**src/rtl/agu_pkg.sv**
```systemverilog
package agu_pkg;

    localparam int BYTE_W = 8;
    localparam int PTR_W  = 2 * BYTE_W;
    localparam int DST_W  = 3;
    localparam int NUM_DST = 1 << DST_W;

    typedef logic [BYTE_W-1:0] byte_t;
    typedef logic [PTR_W-1:0]  ptr_t;

    typedef enum logic [1:0] {
        ASRC_PC  = 2'b00,
        ASRC_SP  = 2'b01,
        ASRC_PTR = 2'b10,
        ASRC_IDX = 2'b11
    } asrc_e;

    typedef enum logic [DST_W-1:0] {
        DST_PCL = 3'd0,
        DST_PCH = 3'd1,
        DST_SPL = 3'd2,
        DST_SPH = 3'd3,
        DST_APL = 3'd4,
        DST_APH = 3'd5
    } dst_e;

    typedef struct packed {
        logic  lo;
        logic  hi;
    } bytewr_t;

    typedef struct packed {
        ptr_t pc;
        ptr_t sp;
        ptr_t ap;
    } ptr_set_t;

    function automatic ptr_t index_sum(byte_t hi, byte_t lo, ptr_t base);
        return ptr_t'({hi, lo} + base);
    endfunction

    function automatic ptr_t step_val(ptr_t cur, logic up);
        return up ? ptr_t'(cur + ptr_t'(1)) : ptr_t'(cur - ptr_t'(1));
    endfunction

endpackage

```
**src/rtl/agu_wr_decode.sv**
```systemverilog
module agu_wr_decode
    import agu_pkg::*;
(
    input  logic             wr_en,
    input  logic [DST_W-1:0] wr_dst,
    output logic [NUM_DST-1:0] strobe
);
    for (genvar i = 0; i < NUM_DST; i++) begin : g_dst
        assign strobe[i] = wr_en && (wr_dst == DST_W'(i));
    end
endmodule

```
**src/rtl/agu_ptr_reg.sv**
```systemverilog
module agu_ptr_reg
    import agu_pkg::*;
(
    input  logic    clk,
    input  logic    rst,
    input  bytewr_t wr,
    input  byte_t   wr_byte,
    input  logic    step_en,
    input  logic    step_up,
    output ptr_t    q
);
    always_ff @(posedge clk) begin
        if (rst) begin
            q <= '0;
        end else if (wr.lo || wr.hi) begin
            if (wr.lo) q[BYTE_W-1:0]     <= wr_byte;
            if (wr.hi) q[PTR_W-1:BYTE_W] <= wr_byte;
        end else if (step_en) begin
            q <= step_val(q, step_up);
        end
    end
endmodule

```
**src/rtl/agu_addr_mux.sv**
```systemverilog
module agu_addr_mux
    import agu_pkg::*;
(
    input  asrc_e    sel,
    input  ptr_set_t ptrs,
    input  byte_t    x_val,
    input  byte_t    y_val,
    output ptr_t     addr
);
    always_comb begin
        unique case (sel)
            ASRC_PC:  addr = ptrs.pc;
            ASRC_SP:  addr = ptrs.sp;
            ASRC_PTR: addr = ptrs.ap;
            default:  addr = index_sum(x_val, y_val, ptrs.ap);
        endcase
    end
endmodule

```
**src/rtl/addr_gen_unit.sv**
```systemverilog
module addr_gen_unit
    import agu_pkg::*;
(
    input  logic              clk,
    input  logic              rst,
    input  logic [1:0]        asel,
    input  logic              pc_inc,
    input  logic              sp_en,
    input  logic              sp_up,
    input  logic              wr_en,
    input  logic [DST_W-1:0]  wr_dst,
    input  logic [BYTE_W-1:0] wr_data,
    input  logic [BYTE_W-1:0] x_val,
    input  logic [BYTE_W-1:0] y_val,
    output logic [PTR_W-1:0]  mem_addr
);
    logic [NUM_DST-1:0] strobe;
    bytewr_t  pc_wr, sp_wr, ap_wr;
    ptr_t     pc_q, sp_q, ap_q;
    ptr_set_t ptrs;

    agu_wr_decode u_dec (
        .wr_en (wr_en),
        .wr_dst(wr_dst),
        .strobe(strobe)
    );

    assign pc_wr = '{lo: strobe[DST_PCL], hi: strobe[DST_PCH]};
    assign sp_wr = '{lo: strobe[DST_SPL], hi: strobe[DST_SPH]};
    assign ap_wr = '{lo: strobe[DST_APL], hi: strobe[DST_APH]};

    agu_ptr_reg u_pc (
        .clk(clk), .rst(rst), .wr(pc_wr), .wr_byte(wr_data),
        .step_en(pc_inc), .step_up(1'b1), .q(pc_q)
    );

    agu_ptr_reg u_sp (
        .clk(clk), .rst(rst), .wr(sp_wr), .wr_byte(wr_data),
        .step_en(sp_en), .step_up(sp_up), .q(sp_q)
    );

    agu_ptr_reg u_ap (
        .clk(clk), .rst(rst), .wr(ap_wr), .wr_byte(wr_data),
        .step_en(1'b0), .step_up(1'b0), .q(ap_q)
    );

    assign ptrs = '{pc: pc_q, sp: sp_q, ap: ap_q};

    agu_addr_mux u_mux (
        .sel  (asrc_e'(asel)),
        .ptrs (ptrs),
        .x_val(x_val),
        .y_val(y_val),
        .addr (mem_addr)
    );
endmodule

```
**config.mk**
```make
export PLATFORM = sky130hd
export DESIGN_NAME = addr_gen_unit
export DESIGN_NICKNAME = d
export VERILOG_FILES = /design/src/rtl/agu_pkg.sv /design/src/rtl/agu_wr_decode.sv /design/src/rtl/agu_ptr_reg.sv /design/src/rtl/agu_addr_mux.sv /design/src/rtl/addr_gen_unit.sv
export SDC_FILE = /design/constraint.sdc
export NUM_CORES = 1
export LEC_CHECK = 0
export ABC_AREA = 1
export BUFFER_PORTS_ARGS = -buffer_cell sky130_fd_sc_hd__buf_2
export CORE_MARGIN = 4
export CORE_UTILIZATION = 50
export CTS_CLUSTER_DIAMETER = 80
export DETAILED_ROUTE_END_ITERATION = 7
export PLACE_DENSITY = 0.7
export SYNTH_ARGS = -nofsm -noshare
export SYNTH_HDL_FRONTEND = slang
export SYNTH_SLANG_ARGS = --single-unit
export TNS_END_PERCENT = 50
```
**constraint.sdc**
```tcl
create_clock -name clk -period 2.5 [get_ports clk]
set_clock_uncertainty 0.2 [all_clocks]
set_input_delay 0.125 -clock clk [delete_from_list [all_inputs] [get_ports clk]]
set_output_delay 0.125 -clock clk [all_outputs]
set_load 0.01 [all_outputs]
```
# After elaboration in Yosys (flattened, before gate mapping)
# Cells that the tools add are included.
# totals
word_cells	50
in_bits	35
reg_bits	48
# op_classes
n_eq_ne	11
add_sub_neg	4
mux	10
reduce_logical	19
# op_table
cell	count
16-bit 2-to-1 mux	5
16-bit one-hot mux with 3 select lines	1
16-bit by 1-bit adder with 16-bit output (second input constant)	2
8-bit 2-to-1 mux	4
16-bit adder	1
16-bit by 1-bit subtractor with 16-bit output (second input constant)	1
2-bit AND reduction	6
2-bit by 1-bit != test with 1-bit output (second input constant)	4
3-bit by 2-bit == test with 1-bit output (second input constant)	2
3-bit == test (second input constant)	2
1-bit logical AND	6
2-bit nonzero test	2
3-bit by 1-bit == test with 1-bit output (second input constant)	1
3-bit zero test	1
1-bit logical OR	3
2-bit by 1-bit == test with 1-bit output (second input constant)	1
2-bit == test (second input constant)	1
2-bit zero test	1

# Depth between registers and ports, before layout
# depth
depth_word	5
depth_mapped	12
depth_no_buf	12

# Hierarchy
# Synthesis repeated with hierarchy kept, for this count alone.
# unflattened
hier_cells	1106
area_unflattened_um2	6545.0
# modules_own_cells
module	n_inst	area_each_um2	seq_area_each_um2	cells_per_inst
agu_ptr_reg at u_pc ...	2	1734.2	320.3	277
agu_ptr_reg at u_ap	1	1675.4	320.3	277
agu_addr_mux	1	1330.0	0.0	256
agu_wr_decode	1	63.8	0.0	17
addr_gen_unit	1	7.5	0.0	2

# Worst setup path after synthesis
# OpenSTA, ideal clock, no wires.
# synth_path
kind	register -> output
from	reg u_ap.q[0]
to	out mem_addr[14]
path_stages_with_launch	12
n_path_buf	0
required_ps	2175
arrival_time_ps	1589
setup_slack_ps	586
cell_sequence	dfxtp_1 > ha_1 > fa_1 > nand3_1 > nand2_1 > nand2_1 > nand2_1 > nand3_1 > nand3_1 > nand2_1 > nand2_1 > nand2_1
# synth_between
elab_chain_cells	2
# synth_rtl
element	line_no	rtl
start: declaration	agu_ptr_reg.sv:10	output ptr_t q
start signal: indexed assignment	agu_ptr_reg.sv:16	if (wr.lo) q[BYTE_W-1:0] <= wr_byte;
start signal: indexed assignment	agu_ptr_reg.sv:17	if (wr.hi) q[PTR_W-1:BYTE_W] <= wr_byte;
start signal: assignment	agu_ptr_reg.sv:19	q <= step_val(q, step_up);
16-bit adder	agu_pkg.sv:39	return ptr_t'({hi, lo} + base);
16-bit one-hot mux with 3 select lines	agu_addr_mux.sv:11	unique case (sel)
end: declaration	addr_gen_unit.sv:15	output logic [PTR_W-1:0] mem_addr
# No other way between the ends.

# Final worst setup path
# Same ends and word-level chain as after synthesis.

==> run metrics <==
Core ar.=8260 um2; final setup violation count=0; port buffer count=50; number of global-route vias before repair=4,598; Critical Path, Cell by Cell=ha_2 -> fa_2 -> nand3_2 -> nand2_2 -> nand2_2 -> nand2_1 -> nand3_2 -> nand2_1 -> nand2_1 -> nand2_1 -> nand2_1 -> nand2_1 -> buf_2; Async SR Flop Fraction=0%; worst rel slew slack=56.9%; CTS max path bufs=2; layout cells sized above 1=11.7%; outcome=finished clean; Cell Area, Synth=4280 um2; H-Tree Depth=2; Via-to-Cell Ratio=5.54; area leader, netlist=dfxtp_1; final global-route overflow total=0; fmax=415 MHz; final cell count without fillers=883; Placer Congestion=0.927; global-route wire length before repair=21,400 um; Routed WL=13,100 um; Layout area overhead=14.2%; worst stage delay on the critical path=430 ps; internal power=1.33 mW; most frequent CP cell=nand2_1; Final period util=96.3%; FF+latch count, synth=48; top cells by count, synth=185 x nand2_1, 93 x inv_1, 82 x nor2_1; hold crit path type=input pin to flip-flop; Peak VDD IR=0.215 mV; Tot GR Track Use=26.1%; drt drc=0; Combinational Power Share=37.1%; CTS root buf=clkbuf_8; critical path launch point type=flip-flop; Max Transition Viols Final=0; CP max FO=4; max_cap viols=0; top cell type's share of synthesized area=22.4%; Diodes inserted=0; Top delay family on crit path=simple AND/OR/NAND/NOR gates; Clock Power Share=21.4%; TritonCTS Buffers=5; most common cell in the netlist=nand2_1; sw frac=38.5%; CTS tree=yes; unrepaired setup endpoints after global routing=yes; R2R cell count=7; die area=10,100 um2; synthesized area per cell=5.99 um2; top-level I/O count=51; TNS Setup=0 ps; Worst Path Class, Setup=flip-flop to output pin; net count after synthesis=782; setup ws final=92.4 ps; DRT Pass-1 Iters=5; Final ANT Viol Nets=0; Distinct cells, synth=34; Seq/Total Area, Yosys=22.4%; Levels on crit path=13; Slew @ Worst Pin=645 ps; Routed WL per cell=14.8 um; Post-synth EDFFs=0; largest cells by area after synthesis=dfxtp_1 22%, nand2_1 16%, a21oi_1 8.8%; initial DRC count=355; post-place setup slack=297 ps; antenna violations before repair=0; Overall Power=2.16 mW; nets=844; placed cells=863; Synth Warn #=0; clock slew at reported path FFs=90 ps; Most used DFF post-synth=dfxtp_1; post-layout util=59.2%; Seq pwr share=41.6%; Worst setup EP type=output pin; data arrival time of the worst path=2080 ps; Net Switching=831 uW; pin count of the biggest net entering global routing=47; Initial Util=51.9%; # rows=33; Die Span Y=101 um; CP bufs+invs=1; min Tclk post-route=2410 ps; CTS Sinks=48; final hold violation count=0; clock latency on the worst-skew pair=310 ps; CP max-delay cell=fa_2; Die Wd=101 um; Synth Instances=715; PwrDens=441 nW/um2; hold path depth=3; required time worst endpoint=2170 ps; total number of vias=4,896; Static Leak=2.49 nW; hpwl dp=10,400 um
cell families (layout without fill, tap and decap cells):
group           Yosys count  count (layout)  synth area share, %
flops                    48              48                 22.4
buf+inv                 112             175                 10.3
xor+xnor                 16              16                 3.27
simple gates            336             336                 32.3
fa+ha+maj                32              32                 9.70
compound gates          171             171                 22.0
power by group through the flow:
stage | sequential, mW | clock [mW] | combinational (mW)
3_3_place_gp | 0.908 | 0 | 0.754
4_1_cts | 0.891 | 0.467 | 0.785
6_report | 0.897 | 0.461 | 0.799
3_5_place_dp | 0.909 | 0 | 0.770
5_1_grt | 0.901 | 0.502 | 0.914
2_1_floorplan | 0.878 | 0 | 0.564
area by class of cell:
| cell class | instances | area, um2 |
|---|---|---|
| Multi-Input combinational cell | 555 | 2920 |
| Clock inverter | 1 | 8.76 |
| Clock buffer | 7 | 76.3 |
| Sequential cell | 48 | 962 |
| Timing Repair Buffer | 70 | 425 |
| Fill cell | 843 | 3370 |
| Inverter | 97 | 364 |
| Tap cell | 105 | 131 |
state kept, by name, summed over array words and instances (netlist names):
register  flops
u_ap.q       16
u_pc.q       16
u_sp.q       16
repair_timing:
item,CTS,global route
resized for setup,1,12
setup buffers,0,2
hold buffers,10,0
pin swaps,0,1
setup endpoints to repair,1,9
endpoints found under the hold margin,14,0
cells in the final DEF, fill, tap and decap left out, drive strengths merged, types with 3 or more instances in the layout:
cell | Yosys | layout
nand2 | 188 | 188
inv | 97 | 97
nor2 | 84 | 84
a21oi | 75 | 75
o21ai | 70 | 70
buf | 8 | 60
dfxtp | 48 | 48
nand3 | 45 | 45
ha | 30 | 30
xor2 | 14 | 14
a221oi | 12 | 12
dlygate4sd3 | 0 | 10
nor3 | 7 | 7
clkbuf | 7 | 7
nand4 | 4 | 4
a31oi | 4 | 4
o2111ai | 3 | 3
nand3b | 3 | 3
or2 | 3 | 3
metal layers:
metal / track usage [%] / vias up / wire [um]
li1: - / 2490 / -
met1: 34.1 / 2202 / 5840
met2: 45.4 / 184 / 6180
met3: 3.04 / 20 / 784
met4: 7.25 / 0 / 278
met5: 0 / - / 0
worst register-to-register path: stages, from the launching register on:
cell	delay, ps
dfxtp_1	430
nand2_1	140
nor2_1	170
nand2_1	160
o21ai_1	200
nor2_1	60
a311oi_1	210
dlygate4sd3_1	590
path summary, 6_finish.rpt:
path | from | end | slack, ps
worst max-delay path | u_ap.q[0] | mem_addr[14] | 90
worst min-delay path | wr_data[3] | u_ap.q[11] | 10
worst max register to register | u_pc.q[4] | u_pc.q[7] | 280
worst min register to register | u_ap.q[3] | u_ap.q[3] | 290
through the flow:
stage / hold WS [ps] / instance area [um2]
3_5_place_dp: 138 / 4650
6_report: 14.3 / 4890
4_1_cts: 5.91 / 4830
3_3_place_gp: 133 / 4650
2_1_floorplan: -2.62 / 4280
5_1_grt: 51.6 / 4890
(Power assumes the default switching activity.)
